===== config.mk =====
export PLATFORM = sky130hd
export DESIGN_NAME = spi_cfg_seq
export DESIGN_NICKNAME = d
export VERILOG_FILES = /design/src/rtl/spi_cfg_pkg.sv /design/src/rtl/spi_cfg_settle_timer.sv /design/src/rtl/spi_cfg_frame_ctr.sv /design/src/rtl/spi_cfg_cmd_rom.sv /design/src/rtl/spi_cfg_seq.sv
export SDC_FILE = /design/constraint.sdc
export NUM_CORES = 1
export LEC_CHECK = 0
export CAP_MARGIN = 10
export CORE_MARGIN = 10
export CORE_UTILIZATION = 55
export DETAILED_ROUTE_END_ITERATION = 8
export DONT_BUFFER_PORTS = 1
export HOLD_SLACK_MARGIN = 0.06
export PLACE_DENSITY = 0.8
export SLEW_MARGIN = 20
export SYNTH_ARGS = -nofsm -noshare
export SYNTH_HDL_FRONTEND = slang
export SYNTH_SLANG_ARGS = --single-unit

===== constraint.sdc =====
create_clock -name clk_i -period 2.6 [get_ports clk_i]
set_clock_uncertainty 0.15 [all_clocks]
set_input_delay 0.26 -clock clk_i [delete_from_list [all_inputs] [get_ports clk_i]]
set_output_delay 0.26 -clock clk_i [all_outputs]
set_load 0.02 [all_outputs]

===== src/rtl/spi_cfg_pkg.sv =====
package spi_cfg_pkg;
  localparam logic [7:0] OP_ENABLE  = 8'h0B;
  localparam logic [7:0] OP_DISABLE = 8'h0C;
  localparam logic [7:0] OP_RDDATA  = 8'h01;
  localparam logic [7:0] OP_PGM_HI  = 8'hAE;
  localparam logic [7:0] OP_PGM_LO  = 8'h01;
  localparam logic [7:0] OP_FRAME   = 8'hEE;
  localparam logic [7:0] OP_RELEASE = 8'h23;
  localparam logic [7:0] OP_FILL    = 8'h00;
  localparam int unsigned RB_BYTES  = 4;

  typedef enum logic [2:0] {
    ST_IDLE, ST_POLL, ST_XFER, ST_GAP, ST_SETTLE
  } step_e;

  typedef enum logic [2:0] {
    PH_EN, PH_RD, PH_PGM, PH_FRM, PH_DIS, PH_REL
  } phase_e;
endpackage


===== src/rtl/spi_cfg_settle_timer.sv =====
module spi_cfg_settle_timer #(
  parameter int unsigned CYCLES = 1000
) (
  input  logic clk_i,
  input  logic rst_ni,
  input  logic start_i,
  output logic done_o
);
  localparam int unsigned CW = (CYCLES > 1) ? $clog2(CYCLES + 1) : 1;

  logic [CW-1:0] cnt_q;
  logic          run_q;

  always_ff @(posedge clk_i or negedge rst_ni) begin
    if (!rst_ni) begin
      cnt_q  <= '0;
      run_q  <= 1'b0;
      done_o <= 1'b0;
    end else begin
      done_o <= 1'b0;
      if (start_i) begin
        cnt_q <= CW'(CYCLES - 1);
        run_q <= 1'b1;
      end else if (run_q) begin
        if (cnt_q == '0) begin
          run_q  <= 1'b0;
          done_o <= 1'b1;
        end else begin
          cnt_q <= cnt_q - 1'b1;
        end
      end
    end
  end

  a_r9_done_after_run: assert property (@(posedge clk_i) disable iff (!rst_ni)
    done_o |-> $past(run_q));
endmodule


===== src/rtl/spi_cfg_frame_ctr.sv =====
module spi_cfg_frame_ctr #(
  parameter int unsigned W = 20
) (
  input  logic         clk_i,
  input  logic         rst_ni,
  input  logic         load_i,
  input  logic [W-1:0] val_i,
  input  logic         dec_i,
  output logic         zero_o,
  output logic         last_o
);
  logic [W-1:0] cnt_q;

  always_ff @(posedge clk_i or negedge rst_ni) begin
    if (!rst_ni)               cnt_q <= '0;
    else if (load_i)           cnt_q <= val_i;
    else if (dec_i && !zero_o) cnt_q <= cnt_q - 1'b1;
  end

  assign zero_o = (cnt_q == '0);
  assign last_o = (cnt_q == W'(1));

  a_r8_no_wrap: assert property (@(posedge clk_i) disable iff (!rst_ni)
    (dec_i && !load_i && zero_o) |=> zero_o);
endmodule


===== src/rtl/spi_cfg_cmd_rom.sv =====
module spi_cfg_cmd_rom
  import spi_cfg_pkg::*;
#(
  parameter int unsigned FRAME_BYTES = 16,
  parameter int unsigned IDX_W       = 5
) (
  input  phase_e           phase_i,
  input  logic [IDX_W-1:0] idx_i,
  input  logic [7:0]       img_data_i,
  output logic [7:0]       byte_o,
  output logic [IDX_W-1:0] len_o,
  output logic             is_data_o
);
  logic first;
  assign first = (idx_i == '0);

  always_comb begin
    byte_o    = OP_FILL;
    len_o     = IDX_W'(1);
    is_data_o = 1'b0;
    unique case (phase_i)
      PH_EN:  byte_o = OP_ENABLE;
      PH_RD: begin
        byte_o = first ? OP_RDDATA : OP_FILL;
        len_o  = IDX_W'(RB_BYTES + 1);
      end
      PH_PGM: begin
        byte_o = first ? OP_PGM_HI : OP_PGM_LO;
        len_o  = IDX_W'(2);
      end
      PH_FRM: begin
        byte_o    = first ? OP_FRAME : img_data_i;
        len_o     = IDX_W'(FRAME_BYTES + 1);
        is_data_o = !first;
      end
      PH_DIS: byte_o = OP_DISABLE;
      PH_REL: byte_o = OP_RELEASE;
      default: byte_o = OP_FILL;
    endcase
  end
endmodule


===== src/rtl/spi_cfg_seq.sv =====
module spi_cfg_seq
  import spi_cfg_pkg::*;
#(
  parameter int unsigned CLK_HZ      = 125_000_000,
  parameter int unsigned FRAME_BYTES = 16,
  parameter int unsigned LEN_W       = 24
) (
  input  logic             clk_i,
  input  logic             rst_ni,
  input  logic             start_i,
  input  logic             partial_i,
  input  logic [LEN_W-1:0] img_len_i,
  input  logic             img_valid_i,
  input  logic [7:0]       img_data_i,
  output logic             img_ready_o,
  output logic             poll_req_o,
  output logic             poll_need_ready_o,
  input  logic             poll_ack_i,
  input  logic             poll_ok_i,
  output logic             spi_cs_o,
  output logic             spi_tx_valid_o,
  output logic [7:0]       spi_tx_data_o,
  input  logic             spi_tx_ready_i,
  input  logic [7:0]       spi_rx_data_i,
  output logic             prog_mode_o,
  output logic             done_o,
  output logic             err_o
);
  localparam int unsigned SETTLE_CYC = (CLK_HZ / 1000 > 0) ? CLK_HZ / 1000 : 1;
  localparam int unsigned OFF_W      = $clog2(FRAME_BYTES);
  localparam int unsigned FRM_W      = LEN_W - OFF_W;
  localparam int unsigned IDX_W      = $clog2(FRAME_BYTES + 2);

  step_e            step_q;
  phase_e           ph_q;
  logic [IDX_W-1:0] idx_q;
  logic             rb_nz_q, prog_q, done_q, err_q;

  logic [7:0]       tx_byte;
  logic [IDX_W-1:0] xfer_len;
  logic             is_data, fire, last_byte, bad_len;
  logic             frm_load, frm_dec, frm_zero, frm_last;
  logic             tmr_start, tmr_done;

  spi_cfg_cmd_rom #(.FRAME_BYTES(FRAME_BYTES), .IDX_W(IDX_W)) u_rom (
    .phase_i(ph_q), .idx_i(idx_q), .img_data_i(img_data_i),
    .byte_o(tx_byte), .len_o(xfer_len), .is_data_o(is_data)
  );

  spi_cfg_frame_ctr #(.W(FRM_W)) u_frm (
    .clk_i(clk_i), .rst_ni(rst_ni), .load_i(frm_load),
    .val_i(img_len_i[LEN_W-1:OFF_W]), .dec_i(frm_dec),
    .zero_o(frm_zero), .last_o(frm_last)
  );

  spi_cfg_settle_timer #(.CYCLES(SETTLE_CYC)) u_tmr (
    .clk_i(clk_i), .rst_ni(rst_ni), .start_i(tmr_start), .done_o(tmr_done)
  );

  assign bad_len           = |img_len_i[OFF_W-1:0];
  assign spi_cs_o          = (step_q == ST_XFER);
  assign spi_tx_valid_o    = spi_cs_o && (!is_data || img_valid_i);
  assign spi_tx_data_o     = tx_byte;
  assign img_ready_o       = spi_cs_o && is_data && spi_tx_ready_i;
  assign fire              = spi_tx_valid_o && spi_tx_ready_i;
  assign last_byte         = (idx_q == xfer_len - 1'b1);
  assign poll_req_o        = (step_q == ST_POLL);
  assign poll_need_ready_o = poll_req_o && (ph_q == PH_RD);
  assign frm_load          = (step_q == ST_IDLE) && start_i;
  assign frm_dec           = (step_q == ST_GAP) && (ph_q == PH_FRM);
  assign tmr_start         = (step_q == ST_GAP) && (ph_q == PH_DIS);
  assign prog_mode_o       = prog_q;
  assign done_o            = done_q;
  assign err_o             = err_q;

  always_ff @(posedge clk_i or negedge rst_ni) begin
    if (!rst_ni) begin
      step_q  <= ST_IDLE;
      ph_q    <= PH_EN;
      idx_q   <= '0;
      rb_nz_q <= 1'b0;
      prog_q  <= 1'b0;
      done_q  <= 1'b0;
      err_q   <= 1'b0;
    end else begin
      done_q <= 1'b0;
      err_q  <= 1'b0;
      unique case (step_q)
        ST_IDLE: if (start_i) begin
          if (partial_i || bad_len) begin
            err_q <= 1'b1;
          end else begin
            step_q <= ST_POLL;
            ph_q   <= PH_EN;
          end
        end
        ST_POLL: if (poll_ack_i) begin
          if (poll_ok_i) begin
            step_q <= ST_XFER;
            idx_q  <= '0;
          end else begin
            step_q <= ST_IDLE;
            err_q  <= 1'b1;
            prog_q <= 1'b0;
          end
        end
        ST_XFER: if (fire) begin
          if (ph_q == PH_RD && idx_q != '0) rb_nz_q <= rb_nz_q | (|spi_rx_data_i);
          if (last_byte) step_q <= ST_GAP;
          else           idx_q  <= idx_q + 1'b1;
        end
        ST_GAP: begin
          step_q <= ST_POLL;
          unique case (ph_q)
            PH_EN: begin
              ph_q    <= PH_RD;
              rb_nz_q <= 1'b0;
            end
            PH_RD: begin
              if (rb_nz_q) begin
                step_q <= ST_IDLE;
                err_q  <= 1'b1;
              end else begin
                ph_q <= PH_PGM;
              end
            end
            PH_PGM: begin
              prog_q <= 1'b1;
              ph_q   <= frm_zero ? PH_DIS : PH_FRM;
            end
            PH_FRM: if (frm_last) ph_q <= PH_DIS;
            PH_DIS: step_q <= ST_SETTLE;
            PH_REL: begin
              step_q <= ST_IDLE;
              prog_q <= 1'b0;
              done_q <= 1'b1;
            end
            default: step_q <= ST_IDLE;
          endcase
        end
        ST_SETTLE: if (tmr_done) begin
          step_q <= ST_POLL;
          ph_q   <= PH_REL;
        end
        default: step_q <= ST_IDLE;
      endcase
    end
  end

  a_r3_cs_after_grant: assert property (@(posedge clk_i) disable iff (!rst_ni)
    $rose(spi_cs_o) |-> $past(poll_ack_i && poll_ok_i));
  a_r1_partial_silent: assert property (@(posedge clk_i) disable iff (!rst_ni)
    (step_q == ST_IDLE && start_i && partial_i) |=> (err_o && !poll_req_o && !spi_cs_o));
  a_r2_len_silent: assert property (@(posedge clk_i) disable iff (!rst_ni)
    (step_q == ST_IDLE && start_i && bad_len) |=> (err_o && !poll_req_o && !spi_cs_o));
  a_r4_ready_before_mode: assert property (@(posedge clk_i) disable iff (!rst_ni)
    poll_need_ready_o |-> !prog_mode_o);
  a_r8_data_in_mode: assert property (@(posedge clk_i) disable iff (!rst_ni)
    img_ready_o |-> (spi_cs_o && prog_mode_o));
  a_r10_done_excl: assert property (@(posedge clk_i) disable iff (!rst_ni)
    !(done_o && err_o));
  a_r10_done_clears_mode: assert property (@(posedge clk_i) disable iff (!rst_ni)
    done_o |-> !prog_mode_o);
  a_r11_refusal_idle: assert property (@(posedge clk_i) disable iff (!rst_ni)
    (poll_req_o && poll_ack_i && !poll_ok_i) |=>
      (err_o && !spi_cs_o && !poll_req_o && !prog_mode_o));
endmodule


# Word level (Yosys, flattened, before mapping)
# Cells that the tools add are included.
dict set report word_totals {
  ff_bits 54
  in_bits 48
  word_cells 136
}
dict set report op_classes {
  n_addsub 4
  n_eq_ne 27
  n_mux 57
  bitwise 1
  n_reduce_logical 36
}
# operator count
set ops {}
lappend ops {{$mux 17} 3}
lappend ops {{$pmux 8 s6} 1}
lappend ops {{$mux 20} 2}
lappend ops {{$mux 3} 12}
lappend ops {{$mux 1} 22}
lappend ops {{$eq 20x1->1 const B} 1}
lappend ops {{$logic_not 20->1} 1}
lappend ops {{$mux 5} 4}
lappend ops {{$sub 20x1->20 const B} 1}
lappend ops {{$pmux 3 s3} 2}
lappend ops {{$logic_not 17->1} 1}
lappend ops {{$sub 17x1->17 const B} 1}
lappend ops {{$mux 8} 2}
lappend ops {{$pmux 3 s5} 1}
lappend ops {{$pmux 5 s3} 1}
lappend ops {{$ne 2x1->1 const B} 7}
lappend ops {{$eq 3x2->1 const B} 4}
lappend ops {{$pmux 3 s4} 1}
lappend ops {{$logic_and 1x1->1} 10}
lappend ops {{$ne 2x2->1 const B} 5}
lappend ops {{$pmux 5 s2} 1}
lappend ops {{$reduce_bool 2->1} 5}
lappend ops {{$eq 3x3->1 const B} 3}
lappend ops {{$reduce_and 4->1} 2}
lappend ops {{other kinds (24)} 32}

# Longest topological paths before layout
dict set report logic_depth {
  ltp_word 9
  ltp_mapped 8
}

# Cells and area by module
# From an unflattened synthesis, not the netlist that was laid out.
dict set report unflattened {
  hier_cells 462
  hier_area_um2 3975.1
}
# module instances cells_per_inst area_each_um2 seq_area_each_um2
set by_module_without_submodules {}
lappend by_module_without_submodules {spi_cfg_frame_ctr 1 170 1446.4 500.5}
lappend by_module_without_submodules {spi_cfg_seq 1 141 1178.6 375.4}
lappend by_module_without_submodules {spi_cfg_settle_timer 1 114 1103.6 475.5}
lappend by_module_without_submodules {spi_cfg_cmd_rom 1 37 246.5 0.0}

# Worst setup path before layout
# OpenSTA, ideal clock, no wires.
dict set report synth_timing {
  path_kind {reg-to-output}
  start {register step_q[2]}
  end {output port img_ready_o}
  arrival_time_ns 1.948
  t_required_ns 2.190
  setup_slack_ns 0.242
  path_stages_with_launch 5
  n_path_buf 1
  cell_sequence {dfrtp_1 -> clkbuf_1 -> nor3b_1 -> nand2_1 -> nor3_1}
}
dict set report synth_between {
  elab_chain_len 3
}
# element line
set synth_lines {}
lappend synth_lines {{start, declared} spi_cfg_seq.sv:34} ;# step_e step_q;
lappend synth_lines {{start signal, assigned} spi_cfg_seq.sv:78} ;# step_q <= ST_IDLE;
lappend synth_lines {{start signal, assigned} spi_cfg_seq.sv:93} ;# step_q <= ST_POLL;
lappend synth_lines {{start signal, assigned} spi_cfg_seq.sv:99} ;# step_q <= ST_XFER;
lappend synth_lines {{$eq 3x2->1} spi_cfg_seq.sv:61} ;# assign spi_cs_o = (step_q == ST_XFER);
lappend synth_lines {{named net spi_cs_o} spi_cfg_seq.sv:20} ;# output logic spi_cs_o,
lappend synth_lines {{$logic_and 1x1->1 (2 in a row)} spi_cfg_seq.sv:64} ;# assign img_ready_o = spi_cs_o && is_data && spi_tx_ready_i;
lappend synth_lines {{end, declared} spi_cfg_seq.sv:15} ;# output logic img_ready_o,
# The timed path passes the listed nets, and every way through them passes these cells.

# Final worst setup path
dict set report layout_timing {
  start {register u_frm.cnt_q[8]}
  end {register ph_q[2]}
}
dict set report layout_between {
  elab_chain_len 4
  elab_cells_between_ends 7
  cone_classes {eq/ne (2); mux (3); reduce/logical (2)}
}
# element line
set layout_lines {}
lappend layout_lines {{start, declared} spi_cfg_frame_ctr.sv:12} ;# logic [W-1:0] cnt_q;
lappend layout_lines {{start signal, assigned} spi_cfg_frame_ctr.sv:16} ;# else if (load_i) cnt_q <= val_i;
lappend layout_lines {{start signal, assigned} spi_cfg_frame_ctr.sv:17} ;# else if (dec_i && !zero_o) cnt_q <= cnt_q - 1'b1;
lappend layout_lines {{$logic_not 20->1} spi_cfg_frame_ctr.sv:20} ;# assign zero_o = (cnt_q == '0);
lappend layout_lines {{$mux 3} spi_cfg_seq.sv:129} ;# ph_q <= frm_zero ? PH_DIS : PH_FRM;
lappend layout_lines {{$pmux 3 s4} spi_cfg_seq.sv:114} ;# unique case (ph_q)
lappend layout_lines {{$pmux 3 s3} spi_cfg_seq.sv:88} ;# unique case (step_q)
lappend layout_lines {{end signal, assigned} spi_cfg_seq.sv:129}
lappend layout_lines {{end, declared} spi_cfg_seq.sv:35} ;# phase_e ph_q;
# Parallel ways exist; a longest one is shown, timed or not.
# A chain may end at the register's enable or synchronous reset.

==> flow_summary.ini <==
[cells_and_area]
n_fill_cell = 456
drive_above_1_share_pct = 9.81
multi_input_area_mm2 = 0.00185
synthToLayoutAreaGrowth_pct = 19.1
num_antenna_cells = 0
fin_util_pct = 67.0
seq_area_mm2 = 0.00135
nNetsFinal = 480

[cts]
clock_latency_ps = 310
cts_tree = yes
cts.sinks = 54
htreeDepth = 2
clk_path_buf_depth = 2
cts-root-buf = clkbuf_8
cts.clk_slew.worst_paths_ps = 100
numCtsBuffers = 5

[timing]
drv_slew = 0
holdWs_ps = 92.8
max_freq_mhz = 402
finalCritPeriodShare_pct = 95.8
setup_slack_ps = 110
min_period_ps = 2490
hold_violations = 0
worst-slew-pin-transition_ps = 671
finalSetupViolCount = 0
maxSlewHeadroom_pct = 55.1
rsz0062_at_grt = no
setup_tns_ps = 0

[power_and_ir_drop]
powerDensity_mw_per_mm2 = 848
swShare_pct = 42.0
seq_power_share_pct = 40.9
p_leak_nw = 1.73
p_int_mw = 1.93
pwr-share-comb_pct = 41.9
irDropWorstVdd_mv = 0.490
clock_power_share_pct = 17.3
p_switching_mw = 1.39
power.total_mw = 3.32

[setup_path]
r2r_start = u_frm.cnt_q[8]$_DFFE_PN0P_
path_cells = or4_4, nor3b_4, a41oi_1, or3_1, mux2_1
reg2reg_depth = 5
end_kind = flip-flop
slowest_delay_ps = 580
startpoint_type = flip-flop
r2r_slack_ps = 110
worstPathArrival_ps = 2540
path_class = flip-flop to flip-flop
cp_max_fo = 7
worst_r2r_endpoint = ph_q[2]$_DFFE_PN0P_
critPathRequiredTime_ps = 2650
cpMaxStageDelayCell = or4_4

[placement]
numPortBuffers = 0
place.gp.congestion = 0.911
dp_hpwl_um = 6180
dp_slack_ps = 123

[drt]
firstDrtPassIters = 5
wl_per_cell_um = 17.1
route.detailed.drc = 0
drtIter0Drc = 232
antenna_left = 0
wl_um = 8620
routed_via_density = 6.10
vias = 3069

[grt]
gr-total-overflow = 0
grt_antenna_before_repair = 0
grt_pass1_wl_um = 14700
grt_max_degree = 55
grt_pass1_vias = 3177
track_usage_pct = 17.9

[logic_synthesis]
syn_nets = 436
ys_ff_latch = 54
ys_types = 61
netlist_area_mm2 = 0.00329
synth_flop_cell = dfrtp_1
synthCells = 383
synth_area_per_cell_um2 = 8.59
synth_edf_count = 0
ys_async_sr_fraction_pct = 100
yosysWarnings = 0
synth_seq_area_share_pct = 41.1

[floorplan]
rows = 28
die_w_um = 97.3
ioPinCount = 64
core_area_mm2 = 0.00585
die_y_um = 97.3
die_area_mm2 = 0.00947
start_util_pct = 56.2

[status]
status = completed

[hold_path]
hold_end = err_o$_DFF_PN0_
hp-start = poll_ack_i
min_path_cells = 4
min_path_type = primary input to flip-flop

[flow_run]
max-cap-violations = 0
==> worst max-delay path, delay by kind of cell, from the launching register on <==
kind	cells	cell delay, ps
AND/OR/NAND/NOR	3	1280
flip-flops	1	440
multiplexers	1	320
AO/OA/AOI/OAI	1	180
==> synthesized netlist by cell type (3+ instances only) <==
library cell	count	share of area, %
dfrtp_1	54	41
nand2_1	50	5.7
nor2_1	45	5.1
a21oi_1	21	3.2
o21ai_0	19	2.9
nand3_1	15	2.3
inv_1	12	1.4
xnor2_1	12	3.2
xor2_1	12	3.2
clkbuf_1	11	1.3
nor3_1	11	1.7
nor4_1	11	2.1
nand2b_1	7	1.3
or3_1	7	1.3
o22ai_1	6	1.1
ha_1	5	1.9
nor3b_1	5	1.1
o211ai_1	5	1.1
a211oi_1	4	0.91
a31oi_1	4	0.76
and3_1	4	0.76
nand3b_1	4	0.91
or4_1	4	0.91
mux2i_1	3	0.91
o21ai_1	3	0.46
o311ai_0	3	0.80
o31ai_1	3	0.68
==> logic make-up (layout without fill, tap and decap cells) <==
group,Yosys count,in the layout,share of synthesized area (%)
simple gates,184,184,29.5
compound gates,85,85,16.5
flops,54,54,41.1
buf+inv,26,71,3.04
xor+xnor,24,24,6.39
fa+ha+maj,5,5,1.90
mux,5,5,1.60
==> per-stage QoR <==
stage | cells | area (um^2)
floorplan | 383 | 3290
global placement | 466 | 3500
detailed placement | 466 | 3500
CTS | 501 | 3900
global route | 503 | 3920
finish | 503 | 3920
==> per-layer routing <==
layer	vias up	global-route usage (%)	part of all wire [%]
met2	138	27.2	45
met1	1440	23.0	43
met4	0	6.94	2.3
li1	1471	-	-
met3	20	5.90	9.3
met5	-	0	0
==> state kept, by name (all words and copies together) (netlist names), 3 cells and up <==
signal,count
u_tmr.cnt_q,17
idx_q,5
u_frm.cnt_q,20
ph_q,3
step_q,3
==> how the worst max path moves through the flow <==
stage               depth (start not counted)  slack [ps]                  startpoint                          end
floorplan                                   4         240       step_q[2]$_DFFE_PN0P_                  img_ready_o
global placement                            5         180  u_frm.cnt_q[8]$_DFFE_PN0P_          ph_q[0]$_DFFE_PN0P_
detailed placement                          5         120  u_frm.cnt_q[8]$_DFFE_PN0P_          ph_q[2]$_DFFE_PN0P_
CTS                                         5         100  u_frm.cnt_q[8]$_DFFE_PN0P_          ph_q[2]$_DFFE_PN0P_
global route                                6           5       step_q[0]$_DFFE_PN0P_  u_frm.cnt_q[16]$_DFFE_PN0P_
finish                                      5         110  u_frm.cnt_q[8]$_DFFE_PN0P_          ph_q[2]$_DFFE_PN0P_
==> power by group through the flow <==
stage               combinational (mW)  clock (mW)  sequential, mW
finish                            1.39       0.573            1.36
global route                      1.56       0.613            1.39
CTS                               1.37       0.584            1.34
detailed placement                1.31           0            1.36
global placement                  1.27           0            1.35
floorplan                         1.01           0            1.27
==> final cells by class <==
cell class / instances / area share [%]
Clock inverter: 2 / 0.958
Multi-Input combinational cell: 303 / 47.2
Tap cell: 75 / 2.40
Timing Repair Buffer: 51 / 11.9
Clock buffer: 6 / 1.85
Inverter: 12 / 1.15
Sequential cell: 54 / 34.5
==> placed cells by master (no fill, tap or decap), types with 4 or more instances in the layout <==
master         count
nand2_1           50
o211ai_1           5
and3_1             4
clkbuf_8           5
buf_4             24
nor3_1            11
nor2_1            44
or4_1              4
o21ai_0           19
nand3b_1           4
ha_1               5
nor3b_1            5
nor4_1            11
inv_1             12
o22ai_1            6
or3_1              7
dfrtp_1           54
nand2b_1           7
nand3_1           15
a31oi_1            4
dlygate4sd3_1     26
xor2_1            12
a21oi_1           21
a211oi_1           4
xnor2_1           12
==> repair_timing <==
action | in CTS | in global routing
gates resized for setup | 0 | 1
endpoints found under the setup margin | 0 | 2
endpoints found under the hold margin | 82 | 0
hold buffers | 27 | 0
buffers inserted | 0 | 2
Note: power is estimated with default switching activity, not from simulation.
